--- config.mk ---
export PLATFORM = sky130hd
export DESIGN_NAME = dual_addr_useq
export DESIGN_NICKNAME = d
export VERILOG_FILES = /design/src/rtl/useq_pkg.sv /design/src/rtl/useq_ctrl_store.sv /design/src/rtl/useq_branch_logic.sv /design/src/rtl/useq_addr_mux.sv /design/src/rtl/dual_addr_useq.sv
export SDC_FILE = /design/constraint.sdc
export NUM_CORES = 1
export LEC_CHECK = 0
export BUFFER_PORTS_ARGS = -buffer_cell sky130_fd_sc_hd__buf_2
export CELL_PAD_IN_SITES_DETAIL_PLACEMENT = 1
export CELL_PAD_IN_SITES_GLOBAL_PLACEMENT = 1
export CORE_MARGIN = 5
export CORE_UTILIZATION = 41
export CTS_CLUSTER_SIZE = 16
export DETAILED_ROUTE_END_ITERATION = 6
export GPL_TIMING_DRIVEN = 0
export PLACE_DENSITY_LB_ADDON = 0.15
export SKIP_CTS_REPAIR_TIMING = 1
export SYNTH_ARGS = -nofsm -noshare
export SYNTH_HDL_FRONTEND = slang
export SYNTH_SLANG_ARGS = --single-unit
--- constraint.sdc ---
create_clock -name clk_i -period 5.15 [get_ports clk_i]
set_clock_uncertainty 0.1 [all_clocks]
set_input_delay 0.515 -clock clk_i [delete_from_list [all_inputs] [get_ports clk_i]]
set_output_delay 0.515 -clock clk_i [all_outputs]
set_load 0.02 [all_outputs]
--- src/rtl/useq_pkg.sv ---
package useq_pkg;
  typedef enum logic [1:0] {
    SEL_A   = 2'd0,
    SEL_B   = 2'd1,
    SEL_OPC = 2'd2
  } addr_sel_e;

  localparam int unsigned BC_W        = 3;
  localparam logic [2:0]  BC_ALWAYS_A = 3'd0;
  localparam logic [2:0]  BC_ALWAYS_B = 3'd1;
  localparam logic [2:0]  BC_COND     = 3'd2;
  localparam logic [2:0]  BC_MAP      = 3'd3;
  localparam int unsigned MAP_SHIFT   = 2;
endpackage

--- src/rtl/useq_ctrl_store.sv ---
module useq_ctrl_store #(
  parameter int unsigned ADDR_W = 6,
  parameter int unsigned CTRL_W = 8,
  parameter int unsigned FSEL_W = 2,
  localparam int unsigned BC_W   = useq_pkg::BC_W,
  localparam int unsigned WORD_W = CTRL_W + BC_W + FSEL_W + 2 * ADDR_W
) (
  input  logic [ADDR_W-1:0] addr_i,
  output logic [WORD_W-1:0] word_o
);
  localparam int unsigned DEPTH = 1 << ADDR_W;

  // program formula: ctrl | bc | fsel | field_a | field_b
  function automatic logic [WORD_W-1:0] build(input int unsigned n);
    logic [ADDR_W-1:0] a;
    logic [CTRL_W-1:0] ctrl;
    logic [BC_W-1:0]   bc;
    logic [FSEL_W-1:0] fsel;
    logic [ADDR_W-1:0] fa;
    logic [ADDR_W-1:0] fb;
    a    = ADDR_W'(n);
    ctrl = CTRL_W'(a) | (CTRL_W'(1) << (CTRL_W - 1));
    bc   = BC_W'(a) + BC_W'(a >> 3);
    fsel = FSEL_W'(a >> (ADDR_W - FSEL_W));
    fa   = ADDR_W'(n + 3);
    fb   = ADDR_W'(n * 5 + 3);
    return {ctrl, bc, fsel, fa, fb};
  endfunction

  logic [WORD_W-1:0] rom [DEPTH];

  for (genvar i = 0; i < DEPTH; i++) begin : g_rom
    assign rom[i] = build(i);
  end

  assign word_o = rom[addr_i];
endmodule

--- src/rtl/useq_branch_logic.sv ---
module useq_branch_logic #(
  parameter int unsigned FSEL_W = 2,
  localparam int unsigned FLAG_N = 1 << FSEL_W,
  localparam int unsigned BC_W   = useq_pkg::BC_W
) (
  input  logic [BC_W-1:0]    bc_i,
  input  logic [FSEL_W-1:0]  fsel_i,
  input  logic [FLAG_N-1:0]  flags_i,
  output useq_pkg::addr_sel_e sel_o
);
  import useq_pkg::*;

  logic flag_hit;
  assign flag_hit = flags_i[fsel_i];

  always_comb begin
    unique case (bc_i)
      BC_ALWAYS_A: sel_o = SEL_A;
      BC_ALWAYS_B: sel_o = SEL_B;
      BC_COND:     sel_o = flag_hit ? SEL_A : SEL_B;
      BC_MAP:      sel_o = SEL_OPC;
      default:     sel_o = SEL_A; // reserved codes
    endcase
  end
endmodule

--- src/rtl/useq_addr_mux.sv ---
module useq_addr_mux #(
  parameter int unsigned ADDR_W = 6,
  parameter int unsigned OPC_W  = 4
) (
  input  useq_pkg::addr_sel_e sel_i,
  input  logic [ADDR_W-1:0]   field_a_i,
  input  logic [ADDR_W-1:0]   field_b_i,
  input  logic [OPC_W-1:0]    opcode_i,
  output logic [ADDR_W-1:0]   next_o
);
  import useq_pkg::*;

  logic [ADDR_W-1:0] map_addr;
  assign map_addr = ADDR_W'(opcode_i) << MAP_SHIFT;

  always_comb begin
    unique case (sel_i)
      SEL_B:   next_o = field_b_i;
      SEL_OPC: next_o = map_addr;
      default: next_o = field_a_i;
    endcase
  end
endmodule

--- src/rtl/dual_addr_useq.sv ---
module dual_addr_useq #(
  parameter int unsigned ADDR_W = 6,
  parameter int unsigned CTRL_W = 8,
  parameter int unsigned OPC_W  = 4,
  parameter int unsigned FSEL_W = 2,
  localparam int unsigned FLAG_N = 1 << FSEL_W
) (
  input  logic              clk_i,
  input  logic              rst_ni,
  input  logic [FLAG_N-1:0] flags_i,
  input  logic [OPC_W-1:0]  opcode_i,
  output logic [CTRL_W-1:0] ctrl_o,
  output logic [ADDR_W-1:0] car_o
);
  import useq_pkg::*;

  localparam int unsigned WORD_W = CTRL_W + BC_W + FSEL_W + 2 * ADDR_W;

  logic [ADDR_W-1:0] car_q, car_d;
  logic [WORD_W-1:0] word;
  logic [BC_W-1:0]   bc_w;
  logic [FSEL_W-1:0] fsel_w;
  logic [ADDR_W-1:0] fa_w, fb_w;
  addr_sel_e         sel_w;

  useq_ctrl_store #(
    .ADDR_W(ADDR_W), .CTRL_W(CTRL_W), .FSEL_W(FSEL_W)
  ) store_i (
    .addr_i(car_q),
    .word_o(word)
  );

  assign {ctrl_o, bc_w, fsel_w, fa_w, fb_w} = word;

  useq_branch_logic #(.FSEL_W(FSEL_W)) branch_i (
    .bc_i   (bc_w),
    .fsel_i (fsel_w),
    .flags_i(flags_i),
    .sel_o  (sel_w)
  );

  useq_addr_mux #(.ADDR_W(ADDR_W), .OPC_W(OPC_W)) mux_i (
    .sel_i    (sel_w),
    .field_a_i(fa_w),
    .field_b_i(fb_w),
    .opcode_i (opcode_i),
    .next_o   (car_d)
  );

  always_ff @(posedge clk_i or negedge rst_ni) begin
    if (!rst_ni) car_q <= '0;
    else         car_q <= car_d;
  end

  assign car_o = car_q;
endmodule

=== Word-level counts from Yosys, hierarchy flattened ===
Memory sizes are Yosys's and may differ from the RTL's.
Index checks and enable logic that the tools add are counted.

* $lt $le $gt $ge: 2
* Eq/ne operators: 5
* Multiplexer cells: 7
* Bitwise logic cells: 1

{| class="wikitable"
|+ Operators by type and width
! operator !! number
|-
| $mux W25 || 2
|-
| $pmux W6 S2 || 1
|-
| $ge A7 B7 Y1 const B || 1
|-
| $not A6 Y7 || 1
|-
| $eq A3 B2 Y1 const B || 2
|-
| $pmux W2 S3 || 1
|-
| $eq A3 B1 Y1 const B || 1
|-
| $lt A2 B3 Y1 const B || 1
|-
| $bmux W1 S2 || 1
|-
| $eq A2 B1 Y1 const B || 1
|-
| $eq A2 B2 Y1 const B || 1
|-
| $mux W1 || 2
|}

* Register bits: 6
* Memory bits (read-only): 1600
* Input port bits: 10
* Output and inout port bits: 14
* Word-level logic and storage cells: 17
* Memories: 1

{| class="wikitable"
|+ Memories
! memory !! depth !! bits a word !! rd ports !! clocked after Yosys merged registers in !! write ports !! line !! text
|-
| (no name shown) || 64 || 25 || 1 || 0 || 0 || useq_ctrl_store.sv:36 || <nowiki>assign word_o = rom[addr_i];</nowiki>
|}

=== Depth between registers and ports, before layout ===
* Word-level depth: 10
* Mapped depth: 12
* Depth with buffers taken out: 11

=== Hierarchy ===
Synthesis repeated with hierarchy kept, for this count alone.

* Cell total of the unflattened synthesis: 118
* Area, all modules: 991.0 µm²

{| class="wikitable"
|+ By module, submodules not included
! module !! instances !! cells an instance !! area each (µm²) !! sequential area each (µm²)
|-
| useq_ctrl_store || 1 || 84 || 646.9 || 0.0
|-
| dual_addr_useq || 1 || 6 || 150.1 || 150.1
|-
| useq_addr_mux || 1 || 20 || 130.1 || 0.0
|-
| useq_branch_logic || 1 || 8 || 63.8 || 0.0
|}

=== Worst setup path after synthesis ===
Ideal clock, no wire load.

* Kind: reg2reg
* Start: reg car_q[1] (netlist: car_o[1])
* End: reg car_q[4] (netlist: car_o[4])
* Setup time: 0.129 ns
* Arrival: 2.827 ns
* Data required time: 4.921 ns
* Path slack: 2.094 ns
* Cell stages (with the launch flop): 12
* Path buffers: 1
* Period minus slack after synthesis: 3.056 ns
* Path through: dfrtp_1 inv_1 ha_1 a21bo_2 o22ai_1 mux2i_1 or3_1 ha_1 clkbuf_1 and3b_1 a31oi_1 o21ai_0

* Word-level cells in the longest chain between the ends: 10
* Elaborated cells on any way between the ends: 14
* Classes of those cells: eq/ne (5); mux (7); bitwise (1); memory (1)

{| class="wikitable"
|+ RTL lines
! item !! line !! text
|-
| from (decl) || dual_addr_useq.sv:19 || <nowiki>logic [ADDR_W-1:0] car_q, car_d;</nowiki>
|-
| from (signal assigned) || dual_addr_useq.sv:52 || <nowiki>else car_q <= car_d;</nowiki>
|-
| $not A6 Y7 (not written as such) (*) || useq_ctrl_store.sv:36 ||
|-
| $mem_v2 Z64 W25 (*) || - ||
|-
| $mux W25 (not written as such) (*) (2 in series) || useq_ctrl_store.sv:36 ||
|-
| $bmux W1 S2 || useq_branch_logic.sv:14 || <nowiki>assign flag_hit = flags_i[fsel_i];</nowiki>
|-
| $mux W1 (not written as such) || useq_branch_logic.sv:14 ||
|-
| $mux W1 || useq_branch_logic.sv:20 || <nowiki>BC_COND: sel_o = flag_hit ? SEL_A : SEL_B;</nowiki>
|-
| $pmux W2 S3 || useq_branch_logic.sv:17 || <nowiki>unique case (bc_i)</nowiki>
|-
| $eq A2 B2 Y1 / $eq A2 B1 Y1 (equally long branches) || useq_addr_mux.sv:17 || <nowiki>unique case (sel_i)</nowiki>
|-
| $pmux W6 S2 (*) || useq_addr_mux.sv:17 ||
|-
| named net car_d[4] || dual_addr_useq.sv:19 ||
|}

The timed path passes the listed nets; every way through them passes the cells marked *. The select of a mux whose other input is x is not followed.

=== Worst setup path after layout ===
Ends and elaborated chain as after synthesis.

==> summary.txt <==
Clock network
  • CTS max path bufs: 2
  • Clock latency on the worst-skew pair: 0.26 ns
  • CTS buffer count: 3
  • Clk sinks: 6
  • CTS H-Tree Depth: 1
  • Clock-pin slew on the worst setup and hold paths: 0.05 ns
  • Clock root buffer: clkbuf_4
  • CTS tree: yes

Yosys
  • Synth Flop Type: dfrtp_1
  • Top post-synthesis cells by count: ha_1, nor2_1, buf_4
  • Synthesized flop and latch total: 6
  • Syn avg cell area: 8.56 um2
  • Post-synth top area share: 18.9%
  • Post-Syn Area: 925 um2
  • Synthesized net count: 132
  • Yosys cell types: 41
  • Most common cell in the netlist: ha_1
  • Largest cells by area after synthesis: ha_1, dfrtp_1, buf_4
  • Seq/Total Area, Yosys: 16.2%
  • Syn. warnings: 0
  • Post-synth EDFFs: 0
  • Post-synth ARST share: 100%
  • Largest area contributor in the netlist: ha_1
  • Cell count after synthesis: 108

Critical path
  • CP Launch Point: car_o[1]
  • CP endpoint kind: flop
  • R2R cell count: 11
  • RR Endpoint: car_o[4]
  • CP Class: flop to flop
  • CP arrival: 3.47 ns
  • Reg2Reg Setup Slack: 1.71 ns
  • Critical path peak fanout: 10
  • CP required: 5.17 ns
  • Crit start category: flop
  • Worst Setup EP: car_o[4]
  • Crit Reg-Reg Startpoint: car_o[1]

STA
  • RSZ-0062 raised after global routing: no
  • Fin crit share: 66.8%
  • Endpoints failing setup: 0
  • Setup TNS: 0 ns
  • Final hold violation count: 0
  • PnR worst setup slack: 1.71 ns
  • Maximum clock rate: 291 MHz
  • Post-layout min period: 3.44 ns
  • Final Max Tran Viols: 0

Detailed routing
  • WL final: 2530 um
  • Antenna Nets Post-Route: 0
  • Routed via count: 872
  • DR WL/cell: 15.7 um
  • DR iter-0 viols: 18
  • Via density: 5.42
  • DRC Markers: 0
  • Drt pass-1 iters: 4

Global routing
  • Grt total ovfl: 0
  • Vias in the first global route: 870
  • Largest net degree at the start of global routing: 11
  • Initial antenna violation count: 0
  • First-pass GRT wire length: 4150 um
  • Gr usage total: 16.6%

Floorplanning
  • Die W: 57.5 um
  • Starting density of the core: 42.2%
  • Core Area: 0.00219 mm2
  • I/O pin count: 24
  • Row cnt: 17
  • Die height: 57.5 um
  • Die area: 0.00331 mm2

Hold path
  • Hold Path Class: input pin to asynchronous set/reset pin

Layout
  • Inserted Diodes: 0
  • Fill cell count: 286
  • Area of the multi-input gates: 651 um2
  • Fin nets: 159
  • Reg area: 150 um2
  • Layout cells sized above 1: 32.3%
  • Area grow syn2layout: 18.7%
  • Max reg flops: 6

Placed design
  • Place WS: 1.73 ns
  • Detail Placement HPWL: 1970 um
  • Port buffer count: 21
  • GP Congestion: 0.811

Run status
  • Run status: finished, final reports clean

Run
  • Max-Cap Viols: 0
layer usage:
layer / share of wire, % / global-route usage, %
met3: 3.2 / 2.49
met1: 45 / 20.2
met4: 2.1 / 8.94
met2: 49 / 27.9
met5: 0 / 0
critical path, stage by stage (launching register included):
cell	delay, ns
dfrtp_1	0.56
inv_1	0.24
ha_1	0.41
a21bo_2	0.22
o22ai_1	0.23
mux2i_1	0.14
or3_1	0.32
ha_1	0.28
clkbuf_1	0.32
and3b_1	0.22
a31oi_1	0.14
o21ai_0	0.11
worst min-delay path by stage:
| stage | to | slack [ns] |
|---|---|---|
| after CTS | car_o[3] | -0.04 |
| after global routing | car_o[5] | 0.53 |
| after global placement | car_o[3] | 0.24 |
| after floorplan | car_o[0] | 0.12 |
| after detailed placement | car_o[3] | 0.24 |
| final | car_o[3] | 0.50 |
cell type report:
class                      instances  share of cell area [%]
inverter                           6                    2.05
timing repair buffer              22                    10.5
tap                               28                    3.19
clock buffer                       3                    2.05
buffer                            15                    9.24
sequential                         6                    13.7
multi-input combinational         81                    59.3
through the flow:
stage	instance area, um2	hold slack [ns]	utilization [%]	instances
after floorplan	925	0.119	-	108
after detailed placement	1060	0.242	48.6	157
after global routing	1100	0.533	50.1	161
final	1100	0.502	50.1	161
after CTS	1090	-0.0423	49.6	160
after global placement	1060	0.239	48.6	157
placed cells by master (no fill, tap or decap), types with 2 or more instances in the layout:
cell	n
mux2i_1	4
ha_1	14
clkbuf_4	3
nand2b_1	2
buf_2	24
mux4_2	2
nor2_1	10
o21ai_0	4
nor2b_1	2
o22ai_1	2
xor2_1	3
conb_1	2
a21oi_1	6
clkbuf_1	2
inv_1	5
dfrtp_1	6
nor3_1	3
buf_4	9
or3_1	2
nand2_1	5
cell families (layout without fill, tap and decap cells):
logic type / Yosys count / after routing / share of synthesized area, %
simple gates: 30 / 30 / 16.8
compound gates: 22 / 22 / 15.7
buf+inv: 21 / 46 / 13.4
fa+ha+maj: 16 / 16 / 21.2
mux: 7 / 7 / 12.0
flops: 6 / 6 / 16.2
xor+xnor: 4 / 4 / 3.79
other cells: 2 / 2 / 0.812
Power is not shown: default switching activity piles up to over one toggle a cycle in this logic, so the estimate is an artifact.
